File: src/rtl/cntdn_timer_pkg.sv
package cntdn_timer_pkg;
  localparam int ADDR_W     = 12;
  localparam int DATA_W     = 32;
  localparam int DIV_CODE_W = 3;
  localparam int PRE_W      = (2 ** DIV_CODE_W) - 1;

  localparam logic [ADDR_W-1:0] OFF_VEC  = 12'h320;
  localparam logic [ADDR_W-1:0] OFF_INIT = 12'h380;
  localparam logic [ADDR_W-1:0] OFF_CUR  = 12'h390;
  localparam logic [ADDR_W-1:0] OFF_DIV  = 12'h3E0;

  localparam int BIT_MASK = 16;
  localparam int BIT_PER  = 17;

  typedef struct packed {
    logic       periodic;
    logic       mask;
    logic [7:0] vector;
  } vec_word_t;
endpackage

File: src/rtl/cntdn_regs.sv
module cntdn_regs
  import cntdn_timer_pkg::*;
#(
  parameter int CNT_W = 32
) (
  input  logic                  clk,
  input  logic                  rst_n,
  input  logic                  wr_en,
  input  logic [ADDR_W-1:0]     addr,
  input  logic [DATA_W-1:0]     wdata,
  input  logic [CNT_W-1:0]      cur_cnt,
  output logic [DATA_W-1:0]     rdata,
  output vec_word_t             vec_q,
  output logic [CNT_W-1:0]      init_q,
  output logic [DIV_CODE_W-1:0] code_q,
  output logic                  init_wr
);
  logic                  vec_we, div_we;
  vec_word_t             vec_d;
  logic [CNT_W-1:0]      init_d;
  logic [DIV_CODE_W-1:0] code_d;

  always_comb begin
    vec_we  = wr_en && (addr == OFF_VEC);
    div_we  = wr_en && (addr == OFF_DIV);
    init_wr = wr_en && (addr == OFF_INIT);
    vec_d   = vec_q;
    init_d  = init_q;
    code_d  = code_q;
    if (vec_we) begin
      vec_d.periodic = wdata[BIT_PER];
      vec_d.mask     = wdata[BIT_MASK];
      vec_d.vector   = wdata[7:0];
    end
    if (init_wr) init_d = wdata[CNT_W-1:0];
    if (div_we)  code_d = {wdata[3], wdata[1], wdata[0]};
  end

  always_ff @(posedge clk or negedge rst_n) begin
    if (!rst_n) begin
      vec_q  <= '{periodic: 1'b0, mask: 1'b1, vector: 8'h00};
      init_q <= '0;
      code_q <= '0;
    end else begin
      vec_q  <= vec_d;
      init_q <= init_d;
      code_q <= code_d;
    end
  end

  always_comb begin
    rdata = '0;
    unique case (addr)
      OFF_VEC: begin
        rdata[7:0]      = vec_q.vector;
        rdata[BIT_MASK] = vec_q.mask;
        rdata[BIT_PER]  = vec_q.periodic;
      end
      OFF_INIT: rdata[CNT_W-1:0] = init_q;
      OFF_CUR:  rdata[CNT_W-1:0] = cur_cnt;
      OFF_DIV:  begin
        rdata[3] = code_q[2];
        rdata[1] = code_q[1];
        rdata[0] = code_q[0];
      end
      default:  rdata = '0;
    endcase
  end
endmodule

File: src/rtl/cntdn_prescale.sv
module cntdn_prescale
  import cntdn_timer_pkg::*;
(
  input  logic                  clk,
  input  logic                  rst_n,
  input  logic                  clr,
  input  logic                  run,
  input  logic [DIV_CODE_W-1:0] code,
  output logic                  tick
);
  logic [PRE_W-1:0] pcnt_q, pcnt_d, limit;
  logic             at_limit;

  always_comb begin
    if (code == '1) limit = '0;
    else            limit = (PRE_W'(1) << (code + DIV_CODE_W'(1))) - PRE_W'(1);
    at_limit = (pcnt_q >= limit);
    tick     = run && at_limit;
    pcnt_d   = pcnt_q;
    if (clr)      pcnt_d = '0;
    else if (run) pcnt_d = at_limit ? '0 : pcnt_q + PRE_W'(1);
  end

  always_ff @(posedge clk or negedge rst_n) begin
    if (!rst_n) pcnt_q <= '0;
    else        pcnt_q <= pcnt_d;
  end
endmodule

File: src/rtl/cntdn_counter.sv
module cntdn_counter #(
  parameter int CNT_W = 32
) (
  input  logic             clk,
  input  logic             rst_n,
  input  logic             load,
  input  logic [CNT_W-1:0] load_val,
  input  logic             tick,
  input  logic             periodic,
  input  logic [CNT_W-1:0] reload_val,
  output logic [CNT_W-1:0] cur_q,
  output logic             running_q,
  output logic             expire
);
  logic [CNT_W-1:0] cur_d;
  logic             running_d;

  always_comb begin
    expire    = running_q && tick && (cur_q == CNT_W'(1));
    cur_d     = cur_q;
    running_d = running_q;
    if (load) begin
      cur_d     = load_val;
      running_d = (load_val != '0);
    end else if (expire) begin
      if (periodic) begin
        cur_d = reload_val;
      end else begin
        cur_d     = '0;
        running_d = 1'b0;
      end
    end else if (running_q && tick) begin
      cur_d = cur_q - CNT_W'(1);
    end
  end

  always_ff @(posedge clk or negedge rst_n) begin
    if (!rst_n) begin
      cur_q     <= '0;
      running_q <= 1'b0;
    end else begin
      cur_q     <= cur_d;
      running_q <= running_d;
    end
  end
endmodule

File: src/rtl/cntdn_timer.sv
module cntdn_timer
  import cntdn_timer_pkg::*;
#(
  parameter int CNT_W = 32
) (
  input  logic              clk,
  input  logic              rst_n,
  input  logic              wr_en,
  input  logic [ADDR_W-1:0] addr,
  input  logic [DATA_W-1:0] wdata,
  output logic [DATA_W-1:0] rdata,
  output logic              irq_pulse,
  output logic [7:0]        irq_vector
);
  vec_word_t             vec_q;
  logic [CNT_W-1:0]      init_q, cur_cnt;
  logic [DIV_CODE_W-1:0] code_q;
  logic                  init_wr, tick, running, expire;
  logic                  irq_d;
  logic [7:0]            vec_d;

  cntdn_regs #(.CNT_W(CNT_W)) u_regs (
    .clk(clk), .rst_n(rst_n), .wr_en(wr_en), .addr(addr), .wdata(wdata),
    .cur_cnt(cur_cnt), .rdata(rdata), .vec_q(vec_q), .init_q(init_q),
    .code_q(code_q), .init_wr(init_wr)
  );

  cntdn_prescale u_pre (
    .clk(clk), .rst_n(rst_n), .clr(init_wr), .run(running),
    .code(code_q), .tick(tick)
  );

  cntdn_counter #(.CNT_W(CNT_W)) u_cnt (
    .clk(clk), .rst_n(rst_n), .load(init_wr), .load_val(wdata[CNT_W-1:0]),
    .tick(tick), .periodic(vec_q.periodic), .reload_val(init_q),
    .cur_q(cur_cnt), .running_q(running), .expire(expire)
  );

  always_comb begin
    irq_d = expire && !vec_q.mask;
    vec_d = expire ? vec_q.vector : irq_vector;
  end

  always_ff @(posedge clk or negedge rst_n) begin
    if (!rst_n) begin
      irq_pulse  <= 1'b0;
      irq_vector <= '0;
    end else begin
      irq_pulse  <= irq_d;
      irq_vector <= vec_d;
    end
  end
endmodule

File: config.mk
export PLATFORM = sky130hd
export DESIGN_NAME = cntdn_timer
export DESIGN_NICKNAME = d
export VERILOG_FILES = /design/src/rtl/cntdn_timer_pkg.sv /design/src/rtl/cntdn_regs.sv /design/src/rtl/cntdn_prescale.sv /design/src/rtl/cntdn_counter.sv /design/src/rtl/cntdn_timer.sv
export SDC_FILE = /design/constraint.sdc
export NUM_CORES = 1
export LEC_CHECK = 0
export ABC_AREA = 1
export ABC_CLOCK_PERIOD_IN_PS = 9000
export BUFFER_PORTS_ARGS = -buffer_cell sky130_fd_sc_hd__buf_2
export CORE_MARGIN = 4
export CORE_UTILIZATION = 45
export DETAILED_ROUTE_END_ITERATION = 10
export GPL_TIMING_DRIVEN = 0
export PLACE_DENSITY = 0.62
export SETUP_SLACK_MARGIN = 0.4
export SYNTH_ARGS = -nofsm -noshare
export SYNTH_HDL_FRONTEND = slang
export SYNTH_SLANG_ARGS = --single-unit
File: constraint.sdc
create_clock -name clk -period 9 [get_ports clk]
set_input_delay 1.35 -clock clk [delete_from_list [all_inputs] [get_ports clk]]
set_output_delay 1.35 -clock clk [all_outputs]
set_load 0.01 [all_outputs]
==> flow_metrics.tcl <==
set metrics [dict create \
    worst-path-max-fanout 10 \
    cellPowerDensity_mw_per_mm2 168 \
    place_congestion 0.938 \
    syn_nets 1025 \
    dpl.hpwl_um 15300 \
    hold_viol 0 \
    totalWireLength_um 20500 \
    fin_skew_ns 0.00982 \
    synthToLayoutAreaGrowth_pct 16.0 \
    dr.first_iter.drc_count 540 \
    post-route-period-util_pct 49.9 \
    grtUsageTotal_pct 25.8 \
    clkTransAtPathRegs_ns 0.07 \
    coreArea_mm2 0.0135 \
    drtAntennaViolNets 0 \
    cts_buffers 9 \
    max_cap_viol_count 0 \
    relSlewSlack_pct 47.7 \
    rsz0062_at_grt "no" \
    firstDrtPassIters 7 \
    vias 6529 \
    cts_hold_buf 0 \
    syn_area_per_cell_um2 6.50 \
    cts-resized-gates 0 \
    synth_top_area_cell "dfrtp_1" \
    worstPathRequired_ns 7.65 \
    drt-met1-wl_um 9660 \
    die_h_um 126 \
    synth-edff-count 0 \
    top_layer_used "met4" \
    synth_cells 966 \
    grt_max_degree 51 \
    antenna_found_initial 0 \
    drc 0 \
    p_sw_share_pct 35.3 \
    io_buffers 87 \
    status "complete, no violations" \
    ys_ff_latch 94 \
    drive_above_1_share_pct 12.9 \
    dp_cells 1230 \
    num_io_pins 88 \
    vias_per_cell 5.24 \
    yosysUniqueCellTypes 38 \
    clkLatencyLatePin_ns 0.36 \
    synth_ff_type "dfrtp_1" \
    clock-sinks 94 \
    fin_nets 1124 \
    grt_pass1_wl_um 32700 \
    fin_crit_ns 4.49 \
    ys_top_cells_by_area "dfrtp_1, nand2_1, nor2_1, o21ai_0, nand3_1" \
    critPathLaunchType "primary input" \
    synth_common_cells "nand2_1, nor2_1, inv_1" \
    hp-class "reg2reg" \
    cts_tree "yes" \
    htree_num_levels 3 \
    p_comb_share_pct 30.0 \
    dr_wl_met3_um 1110 \
    yosys_warnings 0 \
    die-area_mm2 0.0159 \
    slew_viol_final 0 \
    wire_per_inst_um 16.5 \
    fin_cells 1246 \
    postCtsSetupRepairBufs 0 \
    synth_top_area_share_pct 37.1 \
    setup_viol 0 \
    path_class "in2out" \
    cts_buffer_depth 2 \
    synth_most_common_cell "nand2_1" \
    end_kind "output pin" \
    ir_drop_mv 0.107 \
    fp-row-count 42 \
    final.setup.tns_ns 0 \
    cts_root_buf "clkbuf_16" \
    p_clk_share_pct 33.8 \
    dr_wl_met2_um 9360 \
    yosysSeqAreaShare_pct 37.5 \
    power.share.sequential_pct 36.3 \
    overflow 0 \
    power_switching_w 0.000433 \
    start_util_pct 46.7 \
    leakage_nw 3.93 \
    max_freq_ghz 0.223 \
    dieWidth_um 126 \
    diodes 0 \
    synth_area_mm2 0.00628 \
    critPathArrivalTime_ns 3.14 \
    internal_power_w 0.000793 \
    first_global_vias 6156 \
    worst_slew_pin_slew_ns 0.784 \
    synthArstFlopShare_pct 100 \
]
==> worst max-delay path, cell delays in order <==
cell,delay [ns]
buf_2,0.10
nor2_1,0.08
nand3_1,0.11
nor2_4,0.19
nand3_1,0.09
inv_1,0.15
clkbuf_1,0.62
nand2_1,0.09
o21ai_0,0.17
buf_2,0.20
==> kinds of logic after synthesis <==
kind of cell | Yosys count | share of synthesized area [%]
buf+inv | 147 | 9.44
xor+xnor | 9 | 1.26
mux | 1 | 0.179
compound gates | 144 | 12.4
simple gates | 559 | 36.9
fa+ha+maj | 12 | 2.39
flops | 94 | 37.5
==> placed cells by master, fill, tap and decap left out, types with 2 or more instances in the layout <==
cell type,netlist,layout
xor2_1,7,7
buf_4,6,7
nand2_1,263,263
o211ai_1,3,3
nand4_1,7,7
nor2_2,6,6
nor2_1,178,178
nor4_1,9,9
buf_2,3,89
dfrtp_1,93,93
o221ai_1,4,4
ha_1,12,12
xnor2_1,2,2
buf_6,2,2
nor3_1,3,3
buf_1,2,2
inv_1,107,107
a21oi_1,35,35
clkbuf_1,26,26
clkbuf_16,0,9
clkbuf_8,0,2
nor2_4,2,2
o22ai_1,2,2
a21oi_2,4,4
o21ai_0,90,90
clkinv_4,0,3
nand2_2,4,4
nand3_1,83,83
==> layout make-up <==
cell class,instances,area (µm²)
Buffer,39,188
Clock buffer,11,253
Clock inverter,5,65.1
Fill cell,1447,6170
Inverter,108,405
Multi-Input combinational cell,725,3330
Sequential cell,94,2350
Tap cell,176,220
Timing Repair Buffer,88,465
==> worst paths after layout <==
path,from,end,slack [ns],depth (start not counted)
worst max-delay path,addr[11],rdata[30],4.51,10
worst min-delay path,irq_vector[4],irq_vector[4],0.48,2
worst max register to register,u_regs.code_q[0],u_cnt.cur_q[16],5.20,19
worst min register to register,irq_vector[4],irq_vector[4],0.48,2
max in group asynchronous,rst_n,u_regs.vec_q[8],7.27,2
min in group asynchronous,rst_n,irq_vector[0],1.01,1
==> per-stage QoR <==
stage / power [W] / hold WS [ns] / util [%] / area [µm²] / setup slack, ns
5_1_grt: 0.00130 / 0.507 / 54.1 / 7280 / 4.42
6_report: 0.00123 / 0.483 / 54.1 / 7280 / 4.51
4_1_cts: 0.00123 / 0.488 / 54.1 / 7280 / 4.54
2_1_floorplan: 0.000708 / 0.453 / - / 6280 / 5.28
3_5_place_dp: 0.000812 / 0.472 / 51.8 / 6970 / 4.55
3_3_place_gp: 0.000808 / 0.464 / 51.6 / 6940 / 4.55
==> power groups by stage <==
stage	registers (W)	clock network [W]	logic (W)
floorplan	0.000449	0	0.000260
global placement	0.000453	0	0.000355
detailed placement	0.000452	0	0.000360
CTS	0.000444	0.000419	0.000363
global route	0.000446	0.000434	0.000417
finish	0.000445	0.000414	0.000367
==> flip-flops by register name, summed over array words and instances, names as in the netlist <==
register         flops
irq_pulse            1
irq_vector           8
u_cnt.cur_q         32
u_cnt.running_q      1
u_pre.pcnt_q         7
u_regs.code_q        3
u_regs.init_q       32
u_regs.vec_q        10
==> metal layers <==
layer  vias up  track usage (%)
met5         -                0
met4         0             7.44
met3        29             3.85
met2       184             40.6
met1      3040             36.9
li1       3276                -
Note: power is estimated with default switching activity, not from simulation.
